===== config.mk =====
export PLATFORM = sky130hd
export DESIGN_NAME = phase_mem_sched
export DESIGN_NICKNAME = d
export VERILOG_FILES = /design/src/rtl/pms_pkg.sv /design/src/rtl/pms_phase.sv /design/src/rtl/pms_port_mux.sv /design/src/rtl/pms_rd_steer.sv /design/src/rtl/phase_mem_sched.sv
export SDC_FILE = /design/constraint.sdc
export NUM_CORES = 1
export LEC_CHECK = 0
export ABC_AREA = 1
export BUFFER_PORTS_ARGS = -buffer_cell sky130_fd_sc_hd__buf_4
export CORE_ASPECT_RATIO = 0.5
export CORE_MARGIN = 2
export CORE_UTILIZATION = 48
export CTS_CLUSTER_SIZE = 20
export DETAILED_ROUTE_END_ITERATION = 10
export GPL_TIMING_DRIVEN = 1
export PLACE_DENSITY = 0.87
export SYNTH_ARGS = -nofsm -noshare
export SYNTH_HDL_FRONTEND = slang
export SYNTH_HIERARCHICAL = 1
export SYNTH_SLANG_ARGS = --single-unit

===== constraint.sdc =====
create_clock -name clk -period 2.67 [get_ports clk]
set_input_delay 0.267 -clock clk [delete_from_list [all_inputs] [get_ports clk]]
set_output_delay 0.267 -clock clk [all_outputs]
set_load 0.02 [all_outputs]

===== src/rtl/pms_pkg.sv =====
package pms_pkg;
  typedef enum logic {PH_EVEN = 1'b0, PH_ODD = 1'b1} phase_e;

  localparam int NSTG   = 4;
  localparam int ST_IF  = 0;
  localparam int ST_ID  = 1;
  localparam int ST_EX  = 2;
  localparam int ST_MW  = 3;
endpackage


===== src/rtl/pms_phase.sv =====
module pms_phase
  import pms_pkg::*;
#(
  parameter int N = NSTG
) (
  input  logic         clk,
  input  logic         rst,
  input  logic         hold,
  output phase_e       phase,
  output logic [N-1:0] en,
  output logic [N-1:0] vld
);

  always_ff @(posedge clk) begin
    if (rst || hold) phase <= PH_EVEN;
    else             phase <= (phase == PH_EVEN) ? PH_ODD : PH_EVEN;
  end

  for (genvar k = 0; k < N; k++) begin : g_stage
    assign en[k] = !hold && (phase == (((k % 2) == 0) ? PH_EVEN : PH_ODD));
    if (k == 0) begin : g_head
      always_ff @(posedge clk) begin
        if (rst || hold) vld[k] <= 1'b0;
        else if (en[k])  vld[k] <= 1'b1;
      end
    end else begin : g_tail
      always_ff @(posedge clk) begin
        if (rst || hold) vld[k] <= 1'b0;
        else if (en[k])  vld[k] <= vld[k-1];
      end
    end
  end

  // enable pattern flips every unheld cycle
  a_r4_alternate: assert property (@(posedge clk) disable iff (rst)
    (!hold && !$past(hold) && !$past(rst)) |-> (en != $past(en)));

  // occupancy is always a thermometer code
  a_r10_thermo: assert property (@(posedge clk) disable iff (rst)
    (((vld + N'(1)) & vld) == '0));

endmodule


===== src/rtl/pms_port_mux.sv =====
module pms_port_mux
  import pms_pkg::*;
#(
  parameter int AW = 16,
  parameter int DW = 32,
  localparam int BW = DW / 8
) (
  input  logic          hold,
  input  phase_e        phase,
  input  logic [AW-1:0] pc,
  input  logic          dreq_valid,
  input  logic          dreq_we,
  input  logic [AW-1:0] dreq_addr,
  input  logic [BW-1:0] dreq_be,
  input  logic [DW-1:0] dreq_wdata,
  input  logic [AW-1:0] ld_addr,
  input  logic [DW-1:0] ld_wdata,
  input  logic          ld_we,
  output logic [AW-1:0] mem_addr,
  output logic [DW-1:0] mem_wdata,
  output logic [BW-1:0] mem_be,
  output logic          mem_re,
  output logic          mem_we
);

  always_comb begin
    mem_addr  = pc;
    mem_wdata = '0;
    mem_be    = '1;
    mem_re    = 1'b0;
    mem_we    = 1'b0;
    if (hold) begin
      mem_addr  = ld_addr;
      mem_wdata = ld_wdata;
      mem_we    = ld_we;
    end else if (phase == PH_EVEN) begin
      mem_re    = 1'b1;
    end else begin
      mem_addr  = dreq_addr;
      mem_wdata = dreq_wdata;
      mem_be    = dreq_be;
      mem_re    = dreq_valid && !dreq_we;
      mem_we    = dreq_valid && dreq_we;
    end
  end

endmodule


===== src/rtl/pms_rd_steer.sv =====
module pms_rd_steer #(
  parameter int DW = 32
) (
  input  logic          clk,
  input  logic          rst,
  input  logic          fetch_rd,
  input  logic          load_rd,
  input  logic [DW-1:0] mem_rdata,
  output logic [DW-1:0] instr_q,
  output logic          instr_vld,
  output logic [DW-1:0] load_q,
  output logic          load_vld
);

  logic tag_f, tag_l;

  always_ff @(posedge clk) begin
    if (rst) begin
      tag_f     <= 1'b0;
      tag_l     <= 1'b0;
      instr_vld <= 1'b0;
      load_vld  <= 1'b0;
      instr_q   <= '0;
      load_q    <= '0;
    end else begin
      tag_f     <= fetch_rd;
      tag_l     <= load_rd;
      instr_vld <= tag_f;
      load_vld  <= tag_l;
      if (tag_f) instr_q <= mem_rdata;
      if (tag_l) load_q  <= mem_rdata;
    end
  end

  // a fetch read lands in the instruction register two cycles on
  a_r6_fetch_dest: assert property (@(posedge clk) disable iff (rst)
    fetch_rd |-> ##2 (instr_vld && !load_vld));

  // a data read lands in the load register two cycles on
  a_r6_load_dest: assert property (@(posedge clk) disable iff (rst)
    load_rd |-> ##2 (load_vld && !instr_vld));

  // no read, no capture
  a_r7_no_spurious: assert property (@(posedge clk) disable iff (rst)
    (!fetch_rd && !load_rd) |-> ##2 (!instr_vld && !load_vld));

endmodule


===== src/rtl/phase_mem_sched.sv =====
module phase_mem_sched
  import pms_pkg::*;
#(
  parameter int          AW        = 16,
  parameter int          DW        = 32,
  parameter logic [15:0] RESET_VEC = 16'h0100,
  localparam int         BW        = DW / 8
) (
  input  logic          clk,
  input  logic          rst,
  input  logic          hold,
  input  logic [AW-1:0] start_addr,
  input  logic          br_take,
  input  logic [AW-1:0] br_target,
  output logic [3:0]    stage_en,
  output logic [3:0]    stage_vld,
  output logic          fetch_req,
  input  logic          dreq_valid,
  output logic          dreq_ready,
  input  logic          dreq_we,
  input  logic [AW-1:0] dreq_addr,
  input  logic [BW-1:0] dreq_be,
  input  logic [DW-1:0] dreq_wdata,
  input  logic [AW-1:0] ld_addr,
  input  logic [DW-1:0] ld_wdata,
  input  logic          ld_we,
  output logic [AW-1:0] mem_addr,
  output logic [DW-1:0] mem_wdata,
  output logic [BW-1:0] mem_be,
  output logic          mem_re,
  output logic          mem_we,
  input  logic [DW-1:0] mem_rdata,
  output logic [DW-1:0] instr_q,
  output logic          instr_vld,
  output logic [DW-1:0] load_q,
  output logic          load_vld
);

  phase_e        phase;
  logic [AW-1:0] pc_q;

  pms_phase #(.N(NSTG)) u_phase (
    .clk   (clk),
    .rst   (rst),
    .hold  (hold),
    .phase (phase),
    .en    (stage_en),
    .vld   (stage_vld)
  );

  assign fetch_req  = stage_en[ST_IF];
  assign dreq_ready = stage_en[ST_MW];

  always_ff @(posedge clk) begin
    if (rst)            pc_q <= AW'(RESET_VEC);
    else if (hold)      pc_q <= start_addr;
    else if (fetch_req) pc_q <= br_take ? br_target : pc_q + AW'(4);
  end

  pms_port_mux #(.AW(AW), .DW(DW)) u_mux (
    .hold       (hold),
    .phase      (phase),
    .pc         (pc_q),
    .dreq_valid (dreq_valid),
    .dreq_we    (dreq_we),
    .dreq_addr  (dreq_addr),
    .dreq_be    (dreq_be),
    .dreq_wdata (dreq_wdata),
    .ld_addr    (ld_addr),
    .ld_wdata   (ld_wdata),
    .ld_we      (ld_we),
    .mem_addr   (mem_addr),
    .mem_wdata  (mem_wdata),
    .mem_be     (mem_be),
    .mem_re     (mem_re),
    .mem_we     (mem_we)
  );

  pms_rd_steer #(.DW(DW)) u_steer (
    .clk       (clk),
    .rst       (rst),
    .fetch_rd  (mem_re && fetch_req),
    .load_rd   (mem_re && dreq_ready),
    .mem_rdata (mem_rdata),
    .instr_q   (instr_q),
    .instr_vld (instr_vld),
    .load_q    (load_q),
    .load_vld  (load_vld)
  );

  // fetch and data access never share a cycle
  a_r4_exclusive: assert property (@(posedge clk) disable iff (rst)
    !(fetch_req && dreq_valid && dreq_ready));

  // held cycles leave the port to the loader only
  a_r8_hold_quiet: assert property (@(posedge clk) disable iff (rst)
    hold |-> (stage_en == '0 && !mem_re && !dreq_ready && mem_addr == ld_addr));

  // release resumes with an even fetch from the start address
  a_r9_resume: assert property (@(posedge clk) disable iff (rst)
    (!$past(rst) && $fell(hold)) |-> (fetch_req && mem_addr == $past(start_addr)));

  // sequential fetches step the address by one word
  a_r5_step: assert property (@(posedge clk) disable iff (rst)
    (fetch_req && !hold && !$past(hold) && !$past(hold, 2) && !$past(rst)
     && !$past(rst, 2) && $past(fetch_req, 2) && !$past(br_take, 2))
    |-> (mem_addr == $past(mem_addr, 2) + AW'(4)));

endmodule


==> impl_metrics.json <==
{
  "critical_path_arrival_ps": 1800,
  "ys_seq_area_frac": 0.350,
  "synth_top_family_by_area": "simple AND/OR/NAND/NOR gates",
  "cts_resized": 0,
  "worst_hold_slack_ps": 223,
  "cts_sinks": 89,
  "drive_gt1_frac": 0.332,
  "die_w_um": 150,
  "finalSetupViolCount": 0,
  "die_h_um": 76.9,
  "synth_seq_cells": 89,
  "gp_congestion": 0.890,
  "antenna_left": 0,
  "avgRoutedWirePerCell_um": 12.6,
  "hp-start": "br_target[13]",
  "fin_crit_sh": 0.774,
  "clk_pin_slew_ps": 70,
  "area.growth.synth_to_final_pct": 46.5,
  "startpoint": "u_phase/phase$_SDFF_PP0_",
  "synth-simple-area-share": 0.439,
  "ir_worst_vdd_mv": 0.438,
  "rsz0062_at_grt": "no",
  "leakagePower_nw": 4.06,
  "skew_ps": 5.51,
  "numCtsBuffers": 9,
  "antenna_found_initial": 0,
  "grt_util_all_layers": 0.267,
  "synthMuxAreaShare": 0,
  "r2r_start": "u_phase/phase$_SDFF_PP0_",
  "critPathMaxFanout": 32,
  "syn_area_per_cell_sq_um": 6.12,
  "worstPathRequired_ps": 2400,
  "layout_commonest_cell": "nand2_1",
  "rows": 26,
  "cts_setup_buffers": 0,
  "dr.pass1.iters": 5,
  "critPathLaunchType": "register",
  "r2r.worst_path.cells": 8,
  "setup_tns_ps": 0,
  "final_nets": 1278,
  "whs_endpoint": "pc_q[13]$_SDFFE_PP0P_",
  "drc": 0,
  "worstSkewPairLatency_ps": 320,
  "synthCells": 833,
  "syn_nets": 1005,
  "final_cell_mix": "339 x nand2_1, 306 x buf_4, 134 x nor2_1",
  "synth-warning-count": 6,
  "syn_area_sq_um": 5090,
  "synth_compound_area_frac": 0.0538,
  "io_buffers": 300,
  "final.min_clock_period_ps": 2070,
  "dp_hpwl_um": 12200,
  "synth_edf_count": 0,
  "synth_ff_type": "dfxtp_1",
  "status": "completed",
  "max_slew_margin": 0.558,
  "worstMarginPinSlew_ps": 662,
  "vias": 5875,
  "grt_first_pass_wirelength_um": 25200,
  "p_per_area_nw_per_um2": 464,
  "hold_depth": 3,
  "regToRegEndpoint": "pc_q[4]$_SDFFE_PP0P_",
  "max_freq_mhz": 484,
  "grt_pass1_vias": 5504,
  "path_class": "reg -> out",
  "diodes": 0,
  "start_util": 0.496,
  "htreeDepth": 3,
  "postSynth.asyncResetShare": 0,
  "vias_per_cell": 4.70,
  "grt_max_degree": 66,
  "drtIter0Drc": 355,
  "synthXorXnorAreaFrac": 0.00516,
  "min-delay-path-class": "in -> reg",
  "max-cap-violations": 0,
  "final_hold_viol_count": 0,
  "worstSetupEndpointType": "output pin",
  "cts_root_buf": "clkbuf_16",
  "clk_path_buf_depth": 2,
  "io_pins": 301,
  "routed_wl_um": 15700,
  "cts_hold_buf": 0,
  "utilization": 0.726,
  "grt-ovfl-total": 0,
  "dieArea_sq_um": 11500,
  "rrSetupSlack_ps": 780,
  "tritoncts": "yes",
  "slew_viol_final": 0,
  "core_area_sq_um": 10300,
  "synthAdderAreaFrac": 0.00246,
  "ys_types": 30
}
==> per-layer routing <==
metal,vias to the layer above,GRT usage,wire (um)
met2,188,0.474,7660
li1,3023,-,-
met1,2637,0.332,6870
met5,-,0,0
met3,27,0.0470,864
met4,0,0.0764,312
==> registers in the layout (all words and copies together) (netlist names) <==
name               flops
u_phase/vld            4
u_steer/tag_f          1
u_steer/tag_l          1
u_steer/load_q        32
pc_q                  16
u_steer/instr_q       32
u_steer/instr_vld      1
u_steer/load_vld       1
u_phase/phase          1
==> metrics by stage <==
stage	instance area, sq um	setup WS, ps	cells	total power [W]
after floorplan	5090	1230	833	0.00192
after global placement	7180	851	1235	0.00231
after detailed placement	7180	794	1235	0.00232
after CTS	7470	616	1251	0.00349
after global routing	7470	480	1251	0.00364
final	7470	604	1251	0.00347
==> cells in the mapped netlist, types with 7 or more instances <==
library cell  count  area [sq um]
nand2_2          14          87.6
o21ai_0          16          80.1
buf_6            22           248
dfxtp_1          89          1780
a21oi_1          24           120
nand2_1         339          1270
nand3_1          34           170
buf_4             7          52.6
inv_1            90           338
buf_2            13          65.1
nor2_2           16           100
nor2_1          134           503
==> critical path: stages, from the launching register on <==
cell	delay [ps]
dfxtp_1	690
nand2_4	140
inv_6	260
nand2_2	80
nand2_1	140
buf_4	160
==> cell families (layout without fill, tap and decap cells) <==
kind of cell             after synthesis  count (layout)
flip-flops                            89              89
AO/OA/AOI/OAI                         50              50
AND/OR/NAND/NOR                      550             550
adder cells (fa/ha/maj)                1               1
XOR/XNOR                               3               3
buffers and inverters                140             418
==> report_power, final <==
part	switching [W]	total, W	internal (W)	leakage (nW)
clock network	0.000529	0.00117	0.000642	0.128
logic	0.000454	0.000855	0.000401	3.21
registers	0.0000550	0.00144	0.00139	0.727
==> area by class of cell <==
cell class | count | area (sq um)
timing repair buffer | 306 | 2300
tap | 140 | 175
inverter | 96 | 373
fill | 896 | 2810
multi-input combinational | 604 | 2550
clock buffer | 10 | 229
sequential | 89 | 1780
clock inverter | 6 | 56.3
==> worst max-delay path by stage <==
stage | endpoint | depth (start not counted)
final | mem_wdata[9] | 5
after global routing | mem_wdata[9] | 5
after CTS | mem_wdata[9] | 5
after detailed placement | pc_q[4]$_SDFFE_PP0P_ | 8
after global placement | mem_wdata[9] | 8
after floorplan | pc_q[3]$_SDFFE_PP0P_ | 8
Note: power is estimated with default switching activity, not from simulation.
